==> src/rtl/eirq_pkg.sv <==
package eirq_pkg;

  typedef enum logic [1:0] {
    EDGE_OFF  = 2'b00,
    EDGE_FALL = 2'b01,
    EDGE_RISE = 2'b10,
    EDGE_ANY  = 2'b11
  } edge_mode_e;

  // Decide whether a transition from prev to cur matches the selected mode.
  function automatic logic edge_match(edge_mode_e mode, logic prev, logic cur);
    logic rise;
    logic fall;
    rise = ~prev & cur;
    fall = prev & ~cur;
    case (mode)
      EDGE_FALL: edge_match = fall;
      EDGE_RISE: edge_match = rise;
      EDGE_ANY:  edge_match = rise | fall;
      default:   edge_match = 1'b0;
    endcase
  endfunction

endpackage

==> src/rtl/eirq_sync.sv <==
module eirq_sync #(
  parameter int WIDTH  = 2,
  parameter int STAGES = 2
) (
  input  logic             clk,
  input  logic             rst_n,
  input  logic [WIDTH-1:0] async_i,
  output logic [WIDTH-1:0] sync_o
);

  logic [WIDTH-1:0] stage_q [STAGES];

  always_ff @(posedge clk or negedge rst_n) begin
    if (!rst_n) begin
      for (int i = 0; i < STAGES; i++) stage_q[i] <= '0;
    end else begin
      stage_q[0] <= async_i;
      for (int i = 1; i < STAGES; i++) stage_q[i] <= stage_q[i-1];
    end
  end

  assign sync_o = stage_q[STAGES-1];

endmodule

==> src/rtl/eirq_chan.sv <==
module eirq_chan
  import eirq_pkg::*;
(
  input  logic       clk,
  input  logic       rst_n,
  input  logic       mcyc_en,
  input  logic       pin_s,
  input  edge_mode_e mode,
  input  logic       clr,
  output logic       hit,
  output logic       flag,
  output logic       pend
);

  logic last_q;

  // Level captured at the previous machine-cycle boundary
  always_ff @(posedge clk or negedge rst_n) begin
    if (!rst_n)       last_q <= 1'b0;
    else if (mcyc_en) last_q <= pin_s;
  end

  assign hit = mcyc_en & edge_match(mode, last_q, pin_s);

  // Sticky flag: a detection beats a simultaneous clear
  always_ff @(posedge clk or negedge rst_n) begin
    if (!rst_n)   flag <= 1'b0;
    else if (hit) flag <= 1'b1;
    else if (clr) flag <= 1'b0;
  end

  // Request becomes visible one machine cycle after latching
  always_ff @(posedge clk or negedge rst_n) begin
    if (!rst_n)       pend <= 1'b0;
    else if (clr)     pend <= 1'b0;
    else if (mcyc_en) pend <= flag;
  end


  flag_on_boundary_chk: assert property (@(posedge clk) disable iff (!rst_n)
    $rose(flag) |-> $past(mcyc_en));


  pend_after_flag_chk: assert property (@(posedge clk) disable iff (!rst_n)
    $rose(pend) |-> ($past(flag) && $past(mcyc_en)));


  flag_sticky_chk: assert property (@(posedge clk) disable iff (!rst_n)
    (flag && !clr) |=> flag);


  hit_beats_clear_chk: assert property (@(posedge clk) disable iff (!rst_n)
    (hit && clr) |=> flag);


  off_no_flag_chk: assert property (@(posedge clk) disable iff (!rst_n)
    (mode == EDGE_OFF && !flag) |=> !flag);

endmodule

==> src/rtl/ext_irq_edge_unit.sv <==
module ext_irq_edge_unit
  import eirq_pkg::*;
#(
  parameter int NCH     = 2,
  parameter int FIELD_W = 2,
  parameter int CFG_W   = 8,
  parameter int SYNC_N  = 2
) (
  input  logic             clk,
  input  logic             rst_n,
  input  logic             mcyc_en,
  input  logic [NCH-1:0]   pin_i,
  input  logic             cfg_we,
  input  logic [CFG_W-1:0] cfg_wdata,
  input  logic [NCH-1:0]   clr_i,
  output logic [NCH-1:0]   flag_o,
  output logic [NCH-1:0]   pend_o
);

  localparam int MODE_BITS = NCH * FIELD_W;

  logic [MODE_BITS-1:0] mode_q;
  logic [NCH-1:0]       pin_s;
  logic [NCH-1:0]       hit_w;
  logic                 unused_cfg_hi;

  assign unused_cfg_hi = ^cfg_wdata[CFG_W-1:MODE_BITS];

  // Write-only mode store; bits above the mode fields are dropped
  always_ff @(posedge clk or negedge rst_n) begin
    if (!rst_n)      mode_q <= '0;
    else if (cfg_we) mode_q <= cfg_wdata[MODE_BITS-1:0];
  end


  cfg_low_only_chk: assert property (@(posedge clk) disable iff (!rst_n)
    !cfg_we |=> $stable(mode_q));

  eirq_sync #(.WIDTH(NCH), .STAGES(SYNC_N)) u_sync (
    .clk    (clk),
    .rst_n  (rst_n),
    .async_i(pin_i),
    .sync_o (pin_s)
  );

  for (genvar c = 0; c < NCH; c++) begin : g_ch
    eirq_chan u_chan (
      .clk    (clk),
      .rst_n  (rst_n),
      .mcyc_en(mcyc_en),
      .pin_s  (pin_s[c]),
      .mode   (edge_mode_e'(mode_q[c*FIELD_W +: FIELD_W])),
      .clr    (clr_i[c]),
      .hit    (hit_w[c]),
      .flag   (flag_o[c]),
      .pend   (pend_o[c])
    );
  end


  hits_on_boundary_chk: assert property (@(posedge clk) disable iff (!rst_n)
    (hit_w != '0) |-> mcyc_en);

endmodule

==> config.mk <==
export PLATFORM = sky130hd
export DESIGN_NAME = ext_irq_edge_unit
export DESIGN_NICKNAME = d
export VERILOG_FILES = /design/src/rtl/eirq_pkg.sv /design/src/rtl/eirq_sync.sv /design/src/rtl/eirq_chan.sv /design/src/rtl/ext_irq_edge_unit.sv
export SDC_FILE = /design/constraint.sdc
export NUM_CORES = 1
export LEC_CHECK = 0
export ABC_AREA = 1
export BUFFER_PORTS_ARGS = -buffer_cell sky130_fd_sc_hd__buf_4
export CAP_MARGIN = 30
export CORE_UTILIZATION = 43
export CTS_CLUSTER_DIAMETER = 80
export CTS_CLUSTER_SIZE = 28
export DETAILED_ROUTE_END_ITERATION = 10
export PLACE_DENSITY_LB_ADDON = 0.3
export SETUP_SLACK_MARGIN = 0.5
export SLEW_MARGIN = 10
export SYNTH_ARGS = -nofsm -noshare
export SYNTH_HDL_FRONTEND = slang
export SYNTH_HIERARCHICAL = 1
export SYNTH_SLANG_ARGS = --single-unit
==> constraint.sdc <==
create_clock -name clk -period 0.96 [get_ports clk]
set_input_delay 0.144 -clock clk [delete_from_list [all_inputs] [get_ports clk]]
set_output_delay 0.144 -clock clk [all_outputs]
set_load 0.05 [all_outputs]
[Yosys cells after proc, flatten, opt, wreduce, memory -nomap -nowiden]
Cells that the tools add are included.
Cells by class
  equal/unequal tests: 6
  muxes and demuxes: 10
  bitwise logic cells: 12
  reduce and logical (&&, ||, !) cells: 4
Operator list (number)
  equality test 2 bit (second input constant): 4
  two-way mux 1 bit: 8
  nonzero test 2 bit: 4
  AND 1 bit: 6
  case mux 1 bit (3 select lines): 2
  equality test 2 x 1 -> 1 bit (second input constant): 2
  NOT 1 bit: 4
  bitwise OR 1 bit: 2
Word-level totals
  flip-flop bits (word level): 14
  input bits: 16
  output and inout port bits: 4

[Logic depth before layout (Yosys ltp)]
  depth after elaboration: 6
  depth in mapped cells: 8
  depth with buffers taken out: 7

[Cells and area by module]
Netlist, hierarchy kept.
Modules (own cells, without submodules)
  eirq_chan: instances 2, cells each 25, area each 186.4 µm², sequential area each 75.1 µm²
  ext_irq_edge_unit: instances 1, cells each 17, area each 148.9 µm², sequential area each 100.1 µm²
  eirq_sync: instances 1, cells each 6, area each 115.1 µm², sequential area each 100.1 µm²

[Least setup slack after synthesis]
OpenSTA, ideal clock, no wires.
  kind: register to register
  start point: reg u_sync.stage_q (netlist bit u_sync/sync_o[0])
  end point: reg g_ch[0].u_chan.flag
  library setup time: 119 ps
  arrival: 940 ps
  path slack: -99 ps
  cell stages (with the launch flop): 9
  clock period less this slack: 1059 ps
  cells stage by stage: dfrtp_1 > buf_4 > inv_1 > ha_1 > inv_1 > nand2_1 > nand3_1 > nand2_1 > nand2_1
Between the ends
  word-level cells in the longest chain between the ends: 6
  elaborated cells between the ends (all ways): 8
  classes of those cells: mux (2); bitwise (5); reduce/logical (1)
RTL lines
  start: declaration: line eirq_sync.sv:11  | logic [WIDTH-1:0] stage_q [STAGES];
  NOT 1 bit: line eirq_pkg.sv:15  | fall = prev & ~cur;
  AND 1 bit: line eirq_pkg.sv:15
  bitwise OR 1 bit: line eirq_pkg.sv:19  | EDGE_ANY: edge_match = rise | fall;
  case mux 1 bit (3 select lines) *: line eirq_pkg.sv:16  | case (mode)
  AND 1 bit *: line eirq_chan.sv:23  | assign hit = mcyc_en & edge_match(mode, last_q, pin_s);
  two-way mux 1 bit or nonzero test 2 bit (tied branches)
  end signal: assignment: line eirq_chan.sv:27  | if (!rst_n) flag <= 1'b0;
  end signal: assignment: line eirq_chan.sv:28  | else if (hit) flag <= 1'b1;
  end signal: assignment: line eirq_chan.sv:29  | else if (clr) flag <= 1'b0;
  end: declaration: line eirq_chan.sv:11  | output logic flag,
Mark *: on every way between the ends. The rest lies on a longest branch, timed or not.
A chain may end at the register's enable or synchronous reset.

[Worst setup path in the final report]
  start point: reg u_sync.stage_q (netlist bit u_sync/sync_o[1])
  end point: reg g_ch[1].u_chan.flag
Between the ends
  word-level cells in the longest chain between the ends: 6
  elaborated cells between the ends (all ways): 8
  classes of those cells: mux (2); bitwise (5); reduce/logical (1)
RTL lines (line)
  NOT 1 bit: eirq_pkg.sv:15
  AND 1 bit: eirq_pkg.sv:15
  bitwise OR 1 bit: eirq_pkg.sv:19
  case mux 1 bit (3 select lines) *: eirq_pkg.sv:16
  AND 1 bit *: eirq_chan.sv:23
  two-way mux 1 bit or nonzero test 2 bit (tied branches)
  end signal: assignment: eirq_chan.sv:27
  end signal: assignment: eirq_chan.sv:28
  end signal: assignment: eirq_chan.sv:29
  end: declaration: eirq_chan.sv:11
Marks and branches as above.

==> impl_summary.log <==
INFO  metric grtUsageTotal = 19.08%
INFO  metric power_frac_comb = 26.9%
INFO  metric core-area = 1334 um^2
INFO  metric grt_start_max_net_pins = 15
INFO  metric failed_checks = hold timing, setup timing
INFO  metric cp_required = 1.13 ns
INFO  metric grt_antenna_before_repair = 0
INFO  metric worst_slew_margin_rel = 81.13%
INFO  metric power-per-cell-area = 1492 nW/um^2
INFO  metric post_drt_wl_per_cell = 11.93 um
INFO  metric syn-cell-area = 629.4 um^2
INFO  metric floorplan.io_pins = 20
INFO  metric die_outline_area = 1620 um^2
INFO  metric cts-htree-levels = 1
INFO  metric clkLatencyLatePin = 0.28 ns
INFO  metric tritoncts_num_sinks = 14
INFO  metric gp_routability_congestion = 0.6911
INFO  metric chipWidth = 40.26 um
INFO  metric finalWorstSetupSlack = -0.1277 ns
INFO  metric multiInputGateArea = 277.8 um^2
INFO  metric timing.critical_path.max_delay_family = flip-flops
INFO  metric minimum_clock_period = 1.088 ns
INFO  metric sort_of_element_at_the_start_of_the_critical_path = flip-flop
INFO  metric final_hold_viol_count = 2
INFO  metric synthesis.nets = 91
INFO  metric drive_gt1_share = 48.94%
INFO  metric gr-total-overflow = 0
INFO  metric first_pass_grt_wire_length = 1.932 mm
INFO  metric grt_setup_unrepaired = true
INFO  metric antenna_violating_nets_post_route = 0
INFO  metric stdcell_area = 928.4 um^2
INFO  metric initial_core_util = 47.19%
INFO  metric internal_power = 0.9665 mW
INFO  metric port-buffer-count = 15
INFO  metric slowest_stage_delay_on_critical_path = 0.39 ns
INFO  metric setup_tns = -0.3392 ns
INFO  metric timing.final.crit_share = 113.3%
INFO  metric clock_power_share = 23.3%
INFO  metric path_cells = inv_2, ha_4, inv_2, nand2_1, nand3_1, nand2_1, nand2_1
INFO  metric num_antenna_cells = 0
INFO  metric dpl.hpwl = 861.6 um
INFO  metric dr.first_iter.drc_count = 2
INFO  metric final_worst_clock_skew = 0.006845 ns
INFO  metric worst-path-max-fanout = 3
INFO  metric hold_path.startpoint = pin_i[1]
INFO  metric clock_tree.buffer_depth = 2
INFO  metric avgSynthCellArea = 8.864 um^2
INFO  metric timing.max_cap.violations = 0
INFO  metric peakVddDrop = 0.8390 mV
INFO  metric grt_pass1_vias = 475
INFO  metric final_nets = 116
INFO  metric detailedRoute.firstPassIterationCount = 3
INFO  metric seq_area = 355.3 um^2
INFO  metric numCtsBuffers = 3
INFO  metric finalMaxSlewViolations = 0
INFO  metric crit_path_frequent_cell = sky130_fd_sc_hd__nand2_1
INFO  metric clockRootBuffer = sky130_fd_sc_hd__clkbuf_4
INFO  metric synthesis.instances = 71
INFO  metric netSwitchingPower = 0.4187 mW
INFO  metric holdBufCountCts = 1
INFO  metric timing_worst_slew_pin_value = 0.2821 ns
INFO  metric critical_path.startpoint = u_sync/sync_o[1]$_DFF_PN0_
INFO  metric drcViolationCount = 0
INFO  metric detailed_place.area = 795.8 um^2
INFO  metric power.share.switching = 30.23%
INFO  metric fmaxAchievable = 919.4 MHz
INFO  metric criticalPathCategory = flip-flop to flip-flop
INFO  metric yosys_warnings = 6
INFO  metric vias = 519
INFO  metric fin_hold_ws = -0.03326 ns
INFO  metric flow.area_growth_from_synthesis = 47.51%
INFO  metric detailed_route_wl = 1.300 mm
INFO  metric chipHeight = 40.26 um
INFO  metric setup_violations = 6
INFO  metric route.detailed.vias_per_inst = 4.761
INFO  metric run_status = finished with violations
INFO  metric critical_path.n_buffers_inverters = 2
INFO  metric critical-path-slowest-cell = sky130_fd_sc_hd__dfrtp_1
INFO  metric total_leakage_power = 0.5030 nW
INFO  metric cts.reportedPaths.clkPinSlew = 0.08 ns
INFO  metric timing.hold.worst.class = input pin to flip-flop
INFO  metric cts_tree = built
INFO  metric filler_cell_count = 104
INFO  metric critical_path_data_arrival_time = 1.25 ns
INFO  metric worst_setup_path_end_kind = flip-flop
INFO  metric power.sequential.fraction = 49.8%
INFO  metric rr_startpoint = u_sync/sync_o[1]$_DFF_PN0_
INFO  metric core.rowCount = 13
[area by class of cell]
type,count,area share (%)
clock buffer,3,2.426
timing repair buffer,22,22.10
tap,15,2.022
sequential,14,38.27
inverter,13,5.256
multi-input combinational,42,29.92
[flip-flops by register name (all words and copies together), names as in the netlist]
register	cells
mode_q	4
g_ch.u_chan/flag	2
g_ch.u_chan/last_q	2
g_ch.u_chan/pend	2
u_sync/stage_q	2
u_sync/sync_o	2
[placed cells by master, fill, tap and decap left out, types with 3 or more instances in the layout]
master and count:
sky130_fd_sc_hd__o21ai_2 4, sky130_fd_sc_hd__inv_1 6, sky130_fd_sc_hd__dfrtp_2 4, sky130_fd_sc_hd__dfrtp_1 10, sky130_fd_sc_hd__buf_6 10, sky130_fd_sc_hd__nand2_1 25, sky130_fd_sc_hd__nand2_4 3, sky130_fd_sc_hd__inv_2 7
sky130_fd_sc_hd__clkbuf_4 3, sky130_fd_sc_hd__buf_4 11
[metrics by stage]
step | setup WS [ns] | cells | util, % | hold slack, ns | power [mW]
after floorplan | -0.05117 | 71 | - | -0.1516 | 0.8599
after detailed placement | -0.08441 | 101 | 59.66 | 0.001544 | 0.9747
final | -0.1277 | 109 | 69.61 | -0.03326 | 1.385
after global routing | -0.1826 | 109 | 69.61 | -0.04343 | 1.458
after global placement | -0.06754 | 101 | 59.66 | 0.002361 | 0.9625
after CTS | -0.09244 | 108 | 66.32 | -0.03401 | 1.359
[routing by layer]
layer | track usage, % | part of all wire (%) | up-vias
li1 | - | - | 256
met1 | 20.22 | 41 | 253
met2 | 34.27 | 55 | 8
met3 | 5.000 | 2.8 | 2
met4 | 10.00 | 0.77 | 0
met5 | 0 | 0 | -
[what timing repair did]
| item | 4_1_cts | 5_1_grt |
|---|---|---|
| pin swaps | 2 | 2 |
| setup endpoints to repair | 16 | 21 |
| buffers inserted | 3 | 1 |
| cloned | 0 | 0 |
| gates resized for setup | 11 | 11 |
| endpoints found under the hold margin | 16 | 2 |
[power by group through the flow]
| stage | registers, mW | logic, mW | clock network [mW] |
|---|---|---|---|
| floorplan | 0.757 | 0.103 | 0 |
| global placement | 0.692 | 0.271 | 0 |
| detailed placement | 0.695 | 0.280 | 0 |
| CTS | 0.687 | 0.341 | 0.331 |
| global route | 0.696 | 0.405 | 0.356 |
| finish | 0.689 | 0.373 | 0.323 |
[path summary, 6_finish.rpt]
kind	endpoint	slack, ns	depth (start not counted)
worst max-delay path	g_ch[1].u_chan/flag$_DFFE_PN0P_	-0.13	7
worst min-delay path	u_sync/stage_q[3]$_DFF_PN0_	-0.03	1
worst max register to register	g_ch[1].u_chan/flag$_DFFE_PN0P_	-0.13	7
worst min register to register	u_sync/sync_o[1]$_DFF_PN0_	0.36	0
max in group asynchronous	g_ch[0].u_chan/pend$_DFFE_PN0P_	0.57	2
min in group asynchronous	mode_q[3]$_DFFE_PN0P_	0.23	2
No activity file was read; power rests on OpenSTA's default activity.
